**config.mk**
```make
export PLATFORM = sky130hd
export DESIGN_NAME = rx_addr_gate
export DESIGN_NICKNAME = d
export VERILOG_FILES = /design/src/rtl/rx_gate_pkg.sv /design/src/rtl/rx_word_classify.sv /design/src/rtl/rx_pass_track.sv /design/src/rtl/rx_flag_ctrl.sv /design/src/rtl/rx_addr_gate.sv
export SDC_FILE = /design/constraint.sdc
export NUM_CORES = 1
export LEC_CHECK = 0
export ABC_AREA = 1
export BUFFER_PORTS_ARGS = -buffer_cell sky130_fd_sc_hd__buf_4
export CAP_MARGIN = 20
export CORE_MARGIN = 2
export CORE_UTILIZATION = 40
export DETAILED_ROUTE_END_ITERATION = 10
export PLACE_DENSITY = 0.77
export SLEW_MARGIN = 20
export SYNTH_ARGS = -nofsm -noshare
export SYNTH_HDL_FRONTEND = slang
export SYNTH_HIERARCHICAL = 1
export SYNTH_SLANG_ARGS = --single-unit
export TNS_END_PERCENT = 10
```
**constraint.sdc**
```tcl
create_clock -name clk -period 1.3 [get_ports clk]
set_clock_uncertainty 0.15 [all_clocks]
set_input_delay 0.065 -clock clk [delete_from_list [all_inputs] [get_ports clk]]
set_output_delay 0.065 -clock clk [all_outputs]
set_load 0.03 [all_outputs]
```
**src/rtl/rx_gate_pkg.sv**
```systemverilog
package rx_gate_pkg;
  // Encoding is {mode_addr_en, mode_match_sel}
  typedef enum logic [1:0] {
    GM_BIT9_CHAR = 2'b00,
    GM_CHAR_SRCH = 2'b01,
    GM_BIT9_ONLY = 2'b10,
    GM_BRK_CHAR  = 2'b11
  } gate_mode_e;
endpackage

```
**src/rtl/rx_word_classify.sv**
```systemverilog
module rx_word_classify
  import rx_gate_pkg::*;
#(
  parameter int DW = 8
) (
  input  gate_mode_e       mode,
  input  logic [DW-1:0]    data,
  input  logic             bit9,
  input  logic [DW-1:0]    match_char,
  input  logic             after_brk,
  output logic             is_addr,
  output logic             hit,
  output logic             filter_on
);
  logic eq;
  assign eq = (data == match_char);

  always_comb begin
    is_addr   = 1'b0;
    hit       = 1'b0;
    filter_on = 1'b1;
    unique case (mode)
      GM_BIT9_CHAR: begin
        is_addr = bit9;
        hit     = bit9 & eq;
      end
      GM_CHAR_SRCH: begin
        filter_on = 1'b0;
        hit       = eq;
      end
      GM_BIT9_ONLY: begin
        is_addr = bit9;
        hit     = bit9;
      end
      GM_BRK_CHAR: begin
        is_addr = after_brk;
        hit     = after_brk & eq;
      end
      default: ;
    endcase
  end
endmodule

```
**src/rtl/rx_pass_track.sv**
```systemverilog
module rx_pass_track
  import rx_gate_pkg::*;
(
  input  logic       clk,
  input  logic       rst_n,
  input  gate_mode_e mode,
  input  logic       acc,
  input  logic       is_addr,
  input  logic       hit,
  input  logic       brk_seen,
  output logic       pass_eff,
  output logic       after_brk
);
  gate_mode_e mode_q;
  logic       pass_q;
  logic       armed_q;
  logic       mode_chg;

  assign mode_chg  = (mode != mode_q);
  assign pass_eff  = pass_q & ~mode_chg;
  assign after_brk = armed_q;

  always_ff @(posedge clk or negedge rst_n) begin
    if (!rst_n) begin
      mode_q  <= GM_BIT9_CHAR;
      pass_q  <= 1'b0;
      armed_q <= 1'b0;
    end else begin
      mode_q  <= mode;
      armed_q <= brk_seen | (armed_q & ~acc);
      if (acc && is_addr) pass_q <= hit;
      else if (mode_chg)  pass_q <= 1'b0;
    end
  end


  mode_close_chk: assert property (@(posedge clk) disable iff (!rst_n)
    (mode_chg && !(acc && is_addr)) |=> !pass_q);

  miss_close_chk: assert property (@(posedge clk) disable iff (!rst_n)
    (acc && is_addr && !hit) |=> !pass_q);

  brk_consume_chk: assert property (@(posedge clk) disable iff (!rst_n)
    (acc && !brk_seen) |=> !after_brk);
endmodule

```
**src/rtl/rx_flag_ctrl.sv**
```systemverilog
module rx_flag_ctrl (
  input  logic clk,
  input  logic rst_n,
  input  logic set_evt,
  input  logic clr,
  output logic flag,
  output logic irq
);
  always_ff @(posedge clk or negedge rst_n) begin
    if (!rst_n) begin
      flag <= 1'b0;
      irq  <= 1'b0;
    end else begin
      irq <= set_evt;
      if (set_evt)  flag <= 1'b1;
      else if (clr) flag <= 1'b0;
    end
  end


  set_wins_chk: assert property (@(posedge clk) disable iff (!rst_n)
    set_evt |=> flag);

  clr_chk: assert property (@(posedge clk) disable iff (!rst_n)
    (clr && !set_evt) |=> !flag);

  irq_flag_chk: assert property (@(posedge clk) disable iff (!rst_n)
    irq |-> flag);
endmodule

```
**src/rtl/rx_addr_gate.sv**
```systemverilog
module rx_addr_gate
  import rx_gate_pkg::*;
#(
  parameter int DW = 8
) (
  input  logic          clk,
  input  logic          rst_n,
  input  logic          mode_addr_en,
  input  logic          mode_match_sel,
  input  logic [DW-1:0] match_char,
  input  logic          brk_seen,
  input  logic          flag_clr,
  input  logic          in_valid,
  output logic          in_ready,
  input  logic [DW-1:0] in_data,
  input  logic          in_bit9,
  output logic          out_valid,
  input  logic          out_ready,
  output logic [DW-1:0] out_data,
  output logic          match_flag,
  output logic          irq,
  output logic          overrun
);
  gate_mode_e mode;
  logic acc, is_addr, hit, filter_on, pass_eff, after_brk, wr_ok;

  assign mode     = gate_mode_e'({mode_addr_en, mode_match_sel});
  assign in_ready = out_ready;
  assign acc      = in_valid & out_ready;

  rx_word_classify #(.DW(DW)) u_cls (
    .mode(mode), .data(in_data), .bit9(in_bit9), .match_char(match_char),
    .after_brk(after_brk), .is_addr(is_addr), .hit(hit), .filter_on(filter_on)
  );

  rx_pass_track u_pass (
    .clk(clk), .rst_n(rst_n), .mode(mode), .acc(acc), .is_addr(is_addr),
    .hit(hit), .brk_seen(brk_seen), .pass_eff(pass_eff), .after_brk(after_brk)
  );

  rx_flag_ctrl u_flag (
    .clk(clk), .rst_n(rst_n), .set_evt(acc & hit), .clr(flag_clr),
    .flag(match_flag), .irq(irq)
  );

  assign wr_ok     = ~is_addr & (~filter_on | pass_eff);
  assign out_valid = in_valid & wr_ok & ~match_flag;
  assign overrun   = acc & wr_ok & match_flag;
  assign out_data  = in_data;


  addr_hold_chk: assert property (@(posedge clk) disable iff (!rst_n)
    (acc && is_addr) |-> !out_valid);

  ovr_nowrite_chk: assert property (@(posedge clk) disable iff (!rst_n)
    overrun |-> !out_valid);

  flag_block_chk: assert property (@(posedge clk) disable iff (!rst_n)
    out_valid |-> !match_flag);

  stall_flag_chk: assert property (@(posedge clk) disable iff (!rst_n)
    (!acc && !match_flag) |=> !match_flag);
endmodule

```
==> flow_summary.yaml, run 1 <==
worst_setup_path:
  critPathCaptureType: "primary output"
  critPathMaxFanout: 2
  path_class: "flip-flop to primary output"
  crit_required_ps: 1090
  start_kind: "flip-flop"
  critPathArrivalTime_ps: 1360
global_routing:
  first_global_vias: 655
  grt_max_degree: 7
  antenna_found_initial: 0
  grt_overflow: 0
  grt_pass1_wl_mm: 2.55
  grt_usage_pct: 19.4
logic_synthesis:
  yosysMostFrequentCell: "nand2_1"
  synthArstFlopShare_pct: 100
  synth_fp_nets: 117
  syn_area_per_cell_um2: 6.42
  synth-edff-count: 0
  synth_area_leader_cell: "dfrtp_1"
  yosysUniqueCellTypes: 14
  seq_area_frac_synth_pct: 26.3
  synth_top_area_share_pct: 26.3
  postSynthCellCount: 89
  synth_area_leaders: "dfrtp_1, nand2_1, inv_1"
  synth_seq_cells: 6
  ys.warnings.count: 6
  mappedNetlistArea_um2: 572
  synth_ff_type: "dfrtp_1"
  synth_common_cells: "nand2_1, inv_1, buf_4"
pwr:
  swShare_pct: 31.0
  clkPwrFrac_pct: 28.6
  seqPwrFrac_pct: 32.5
  p_leak_uw: 0.000557
  internal-power_uw: 420
  ir_worst_vdd_mv: 0.603
  total_power_uw: 609
  p_per_area_nw_per_um2: 657
  pwr-share-comb_pct: 38.9
  p_switching_uw: 189
floorplan:
  initial_core_util_pct: 43.4
  coreArea_um2: 1320
  pin_count: 38
  die-height_um: 41.8
  die_x_um: 41.8
  rows: 13
  dieArea_um2: 1750
clock_tree:
  clock-sinks: 6
  root_buffer: "clkbuf_4"
  clk_pin_slew_ps: 50
  cts_setup_buffers: 0
  cts.htree.levels: 1
  clk_latency_ps: 240
  clockBufferDepth: 2
  cts_made_buffers: 3
  cts_tree: "yes"
drt:
  avgViaCountPerCell: 4.42
  routed_wl_mm: 1.49
  dr.pass1.iters: 4
  ant_nets: 0
  route.vias.total: 637
  drc: 0
  wire_per_inst_um: 10.4
  first_iter_violations: 5
worst_hold_path:
  hp-class: "input pin to flip-flop"
placement:
  dp_hpwl_mm: 1.14
  dp_cells: 132
  globalplace.congestion: 0.713
  dpl_worst_slack_ps: -33.9
  io_buffers: 37
sta:
  final.period_utilization_pct: 121
  final_max_slew_viol_count: 0
  hold_slack_ps: 38.8
  max_freq_mhz: 633
  post-route-min-period_ps: 1580
  max-slew-margin-rel_pct: 84.8
  setup-violations-final: 2
  rsz0062_at_grt: "true"
  hold_viol: 0
  setup_ws_ps: -279
  max_slew.worst_pin.slew_ps: 227
finish:
  final_cells: 144
  layout-drive-gt1-share_pct: 34.1
  antennaDiodeCount: 0
  nets: 159
  syn2layout_area_growth_pct: 62.1
run_status:
  violations: "negative setup slack"
  status: "complete, but fails checks"
run:
  maxCapViolCount: 0
## cell families after synthesis
group	synth area share, %
AO/OA/AOI/OAI	3.06
XOR/XNOR	9.19
adder cells (fa/ha/maj)	6.57
buffers and inverters	25.6
flip-flops	26.3
AND/OR/NAND/NOR	29.3
## stage by stage
step	instance area (µm²)	utilization (%)	setup TNS [ps]
3_3_place_gp	801	60.8	0
2_1_floorplan	572	-	-240
5_1_grt	927	70.4	-704
6_report	927	70.4	-552
4_1_cts	913	69.3	-537
3_5_place_dp	801	60.8	-57.7
## layer usage
metal	vias to the layer above	share of wire [%]	track usage, %
met1	275	36	18.4
met5	-	0	0
met3	6	5.4	6.09
met2	25	54	34.7
li1	331	-	-
met4	0	4.4	13.5
## critical path, cell delays in order, from the launching register on
cell	delay, ps
dfrtp_1	390
xnor2_2	140
and3_1	160
inv_1	40
nand2_1	60
nand2_1	60
nor2_1	90
buf_4	160
## layout make-up
| class | instances | area, µm² |
|---|---|---|
| flip-flops and latches | 6 | 150 |
| repair buffers | 46 | 368 |
| clock buffers | 3 | 22.5 |
| well taps | 15 | 18.8 |
| inverters | 21 | 78.8 |
| multi-input cells | 53 | 289 |
| fillers | 123 | 390 |
## registers in the layout (all words and copies together) (netlist names)
signal            cells
u_pass/after_brk      1
u_pass/mode_q         2
u_flag/irq            1
u_pass/pass_q         1
u_flag/flag           1
## power groups by stage
| stage | logic, µW | clock network (µW) | registers [µW] |
|---|---|---|---|
| global route | 261 | 192 | 199 |
| finish | 237 | 174 | 198 |
| CTS | 232 | 181 | 197 |
| global placement | 203 | 0 | 200 |
| floorplan | 119 | 0 | 202 |
| detailed placement | 210 | 0 | 200 |
## path summary, 6_finish.rpt
kind	from	to	slack, ps	depth (start not counted)
min reg2reg	u_pass/after_brk	u_pass/after_brk	370	2
min	mode_match_sel	u_pass/pass_q	40	4
min in group asynchronous	rst_n	u_pass/pass_q	550	3
max reg2reg	u_pass/after_brk	u_flag/flag	100	8
max	u_pass/mode_q[0]	out_valid	-280	7
max in group asynchronous	rst_n	u_pass/after_brk	270	3
## placed cells by master, fill, tap and decap left out
| cell type | synthesis | layout |
|---|---|---|
| dfrtp_1 | 6 | 6 |
| clkbuf_4 | 0 | 3 |
| nor2_2 | 1 | 2 |
| inv_1 | 21 | 21 |
| ha_1 | 3 | 3 |
| a21oi_1 | 1 | 1 |
| nand2_1 | 30 | 30 |
| o21bai_1 | 1 | 1 |
| and3_1 | 1 | 1 |
| xnor2_2 | 0 | 1 |
| nand4_1 | 2 | 2 |
| o21ai_2 | 0 | 1 |
| xnor2_1 | 6 | 5 |
| buf_4 | 9 | 37 |
| nand3_1 | 3 | 3 |
| nor2_1 | 4 | 3 |
| dlygate4sd3_1 | 0 | 9 |
## repair_timing
action | in CTS | in global routing
setup endpoints to repair | 2 | 3
pin swaps | 1 | 0
hold buffers | 9 | 0
resized for setup | 0 | 4
hold endpoints to repair | 11 | 0
Power figures use the tool's default switching activity.
==> run 2: changes to the inputs <==
Settings changed: SETUP_SLACK_MARGIN from default to 0.1.
==> flow_summary.yaml, run 2 (synthesis gave the netlist of run 1 again) <==
run_status:
  status: "complete, but fails checks"
  violations: "negative setup slack"
clock_tree:
  cts.htree.levels: 1
  root_buffer: "clkbuf_4"
  clk_latency_ps: 230
  cts_tree: "yes"
  cts_made_buffers: 3
  clock-sinks: 6
  clockBufferDepth: 2
  clk_pin_slew_ps: 40
floorplan:
  dieArea_um2: 1750
  pin_count: 38
  rows: 13
  initial_core_util_pct: 43.4
  die_x_um: 41.8
  die-height_um: 41.8
  coreArea_um2: 1320
finish:
  largest_register: "u_pass/mode_q"
  syn2layout_area_growth_pct: 67.0
  layout_commonest_cell: "buf_4"
  largest_reg_flops: 2
  layout-drive-gt1-share_pct: 38.8
  nets: 159
  regArea_um2: 150
  fillers: 103
  antennaDiodeCount: 0
  multi_input_area_um2: 314
  final_cell_mix: "buf_4, nand2_1, inv_1"
worst_setup_path:
  critPathMaxFanout: 2
  critPathCaptureType: "primary output"
  path_class: "flip-flop to primary output"
  rrSetupSlack_ps: 70
  timing.rr.end: "u_flag/flag"
  worst-r2r-cell-count: 8
  r2r_start: "u_pass/after_brk"
  crit_required_ps: 1090
  start_kind: "flip-flop"
  critPathArrivalTime_ps: 1310
drt:
  drc: 0
  avgViaCountPerCell: 4.46
  first_iter_violations: 6
  wire_per_inst_um: 10.4
  routed_wl_mm: 1.49
  dr.pass1.iters: 4
  route.vias.total: 642
  ant_nets: 0
pwr:
  ir_worst_vdd_mv: 0.610
  p_per_area_nw_per_um2: 635
  total_power_uw: 606
  p_leak_uw: 0.000563
sta:
  rsz0062_at_grt: "true"
  max_slew.worst_pin.slew_ps: 144
  post-route-min-period_ps: 1530
  setup_ws_ps: -227
  hold_viol: 0
  final_max_slew_viol_count: 0
  final.period_utilization_pct: 117
  max_freq_mhz: 655
  setup-violations-final: 2
  max-slew-margin-rel_pct: 90.4
global_routing:
  first_global_vias: 666
  antenna_found_initial: 0
  grt_overflow: 0
  grt_max_degree: 7
  grt_pass1_wl_mm: 2.48
  grt_usage_pct: 18.2
placement:
  globalplace.congestion: 0.775
  io_buffers: 37
  dp_hpwl_mm: 1.09
  dpl_worst_slack_ps: -41.2
run:
  maxCapViolCount: 0
worst_hold_path:
  hp-class: "input pin to asynchronous set/reset pin"
[run 2: cell count changes in the layout (fill, tap and decap cells not counted)]
| cell | delta |
|---|---|
| buf_6 | +2 |
| dlygate4sd3_1 | -2 |
| nand2_1 | -2 |
| nor2_1 | -2 |
| nor2_4 | +2 |
| a21oi_1 | -1 |
| a21oi_2 | +1 |
| nand2_2 | +1 |
| nand2_4 | +1 |
| o21ai_0 | +1 |
| o21ai_2 | -1 |
[run 2: worst max-delay path, cell delays in order, from the launching register on]
cell     delay, ps
dfrtp_1        390
xnor2_2        150
and3_1         160
inv_1           40
nand2_2         60
nand2_4         60
nor2_4          80
buf_6          130
[run 2: metal layers]
layer / vias to the layer above / routed length [µm] / track usage [%]
met2: 25 / 809 / 33.4
met5: - / 0 / 0
met3: 8 / 57 / 2.61
li1: 333 / - / -
met4: 0 / 92 / 14.8
met1: 276 / 534 / 17.6
[run 2: where the power goes]
group / switching, µW / total [µW] / internal, µW / leakage [µW]
combinational: 123 / 250 / 127 / 0.000475
sequential: 4.52 / 199 / 194 / 0.0000750
clock: 53.1 / 157 / 103 / 0.0000138
[run 2: final cells by class]
type | instances | area share (%)
repair buffers | 46 | 38.8
flip-flops and latches | 6 | 15.7
well taps | 15 | 1.97
clock buffers | 3 | 2.36
inverters | 21 | 8.26
multi-input cells | 53 | 32.9
[run 2: what timing repair did]
action | 4_1_cts | 5_1_grt
setup endpoints to repair | 4 | 5
pin swaps | 5 | 3
buffers inserted | 1 | 0
gates resized for setup | 4 | 3
hold buffers | 7 | 0
endpoints found under the hold margin | 11 | 0
[run 2: worst max path at each step]
stage                startpoint           to  slack (ps)  depth (start not counted)
6_report       u_pass/mode_q[0]      overrun        -230                          7
5_1_grt        u_pass/mode_q[0]    out_valid        -300                          7
2_1_floorplan  u_pass/mode_q[0]    out_valid          50                          6
3_5_place_dp      match_char[6]  u_flag/flag         -40                         12
3_3_place_gp      match_char[7]  u_flag/flag          -6                         12
4_1_cts        u_pass/mode_q[0]      overrun        -270                          7
[run 2: per-stage QoR]
step                hold WS, ps  setup TNS [ps]  utilization (%)  std cells  area [µm²]
floorplan                  -381               0                -         89         589
global placement           -278           -7.17             62.7        133         826
detailed placement         -277           -91.4             62.7        133         826
CTS                        19.0            -535             71.3        144         940
global route               56.6            -644             72.5        144         955
finish                     72.8            -451             72.5        144         955
==> run 3: changes to the inputs <==
Settings changed: REMOVE_ABC_BUFFERS from default to 1.
==> flow_summary.yaml, run 3 (synthesis gave the netlist of run 1 again) <==
drt:
  drc: 0
  avgViaCountPerCell: 4.34
  route.vias.total: 616
  ant_nets: 0
  routed_wl_mm: 1.46
  wire_per_inst_um: 10.3
  first_iter_violations: 6
  dr.pass1.iters: 3
sta:
  max_slew.worst_pin.slew_ps: 163
  max-slew-margin-rel_pct: 89.1
  post-route-min-period_ps: 1620
  final_max_slew_viol_count: 0
  setup-violations-final: 2
  rsz0062_at_grt: "true"
  final.period_utilization_pct: 124
  setup_ws_ps: -316
  hold_viol: 0
  max_freq_mhz: 619
placement:
  io_buffers: 37
  dpl_cell_area_um2: 801
  dp_cells: 132
  globalplace.congestion: 0.750
  dp_hpwl_mm: 1.13
  dpl_worst_slack_ps: -30.7
clock_tree:
  root_buffer: "clkbuf_4"
  clock-sinks: 6
  cts_tree: "yes"
  clk_pin_slew_ps: 50
  cts_made_buffers: 3
  clockBufferDepth: 2
  clk_latency_ps: 240
  cts.htree.levels: 1
finish:
  final_area_um2: 908
  layout_commonest_cell: "buf_4"
  nets: 157
  antennaDiodeCount: 0
  layout-drive-gt1-share_pct: 35.4
  final_cell_mix: "buf_4, nand2_1, inv_1"
  largest_reg_flops: 2
  final_cells: 142
  syn2layout_area_growth_pct: 58.9
  largest_register: "u_pass/mode_q"
global_routing:
  grt_pass1_wl_mm: 2.35
  grt_overflow: 0
  grt_max_degree: 7
  antenna_found_initial: 0
  grt_usage_pct: 17.5
  first_global_vias: 609
worst_setup_path:
  crit_required_ps: 1090
  critPathArrivalTime_ps: 1400
  worst-r2r-cell-count: 8
  critical_path.top_delay_family: "simple AND/OR/NAND/NOR gates"
  crit_slowest_cell: "dfrtp_1"
  path_class: "flip-flop to primary output"
  cp.depth: 9
  critPathBufInv: 3
  start_kind: "flip-flop"
  critPathMaxFanout: 2
  critPathCaptureType: "primary output"
  slowest_delay_ps: 370
  cpMostUsedCell: "nand2_1"
  cp_cell_sequence: "inv_1, nand2_1, nand2_1, and3_1, inv_1, nand2_1, nand2_2, nor2_2, buf_6"
floorplan:
  dieArea_um2: 1750
  pin_count: 38
  die-height_um: 41.8
  rows: 13
  initial_core_util_pct: 43.4
  die_x_um: 41.8
  coreArea_um2: 1320
pwr:
  ir_worst_vdd_mv: 0.478
  p_leak_uw: 0.000543
  total_power_uw: 598
  p_per_area_nw_per_um2: 658
run_status:
  violations: "negative setup slack"
  status: "complete, but fails checks"
worst_hold_path:
  hp-class: "input pin to asynchronous set/reset pin"
run:
  maxCapViolCount: 0
[run 3: changes by cell type in the layout (fill, tap and decap cells not counted), sizes merged]
cell  delta
buf      -2
[run 3: final timing paths]
| check | from | endpoint | slack, ps |
|---|---|---|---|
| worst max-delay path | u_pass/mode_q[1] | overrun | -320 |
| worst min-delay path | rst_n | u_flag/flag | 3 |
| worst max register to register | u_pass/after_brk | u_flag/flag | 150 |
| worst min register to register | u_pass/pass_q | u_pass/pass_q | 370 |
| max in group asynchronous | rst_n | u_pass/after_brk | 880 |
| min in group clk | mode_match_sel | u_pass/pass_q | 0 |
[run 3: through the flow]
step | util, % | setup TNS (ps) | hold slack, ps
after global routing | 68.9 | -851 | 20.5
after detailed placement | 60.8 | -48.6 | -275
final | 68.9 | -613 | 2.53
after CTS | 67.8 | -570 | 2.62
after floorplan | - | -240 | -381
after global placement | 60.8 | -13.7 | -274
[run 3: metal layers]
layer / wire [µm] / global-route usage (%) / up-vias
li1: - / - / 326
met1: 506 / 15.9 / 283
met5: 0 / 0 / -
met2: 910 / 37.5 / 7
met4: 0 / 1.94 / 0
met3: 40 / 5.22 / 0
[run 3: report_power, final]
part | leakage (µW) | internal [µW] | switching (µW)
Sequential | 0.0000750 | 194 | 3.84
Combinational | 0.000454 | 116 | 114
Clock | 0.0000138 | 104 | 65.6
Total | 0.000543 | 415 | 183
[run 3: repair_timing]
action                                 4_1_cts  5_1_grt
gates resized for setup                      0        6
endpoints found under the hold margin       11        0
setup endpoints to repair                    2        4
hold buffers                                 7        0
buffers inserted                             0        0
pin swaps                                    0        6
[run 3: cell type report]
type	count	area, µm²
sequential	6	150
fill	126	409
inverter	21	78.8
multi-input combinational	53	287
timing repair buffer	44	352
tap	15	18.8
clock buffer	3	22.5
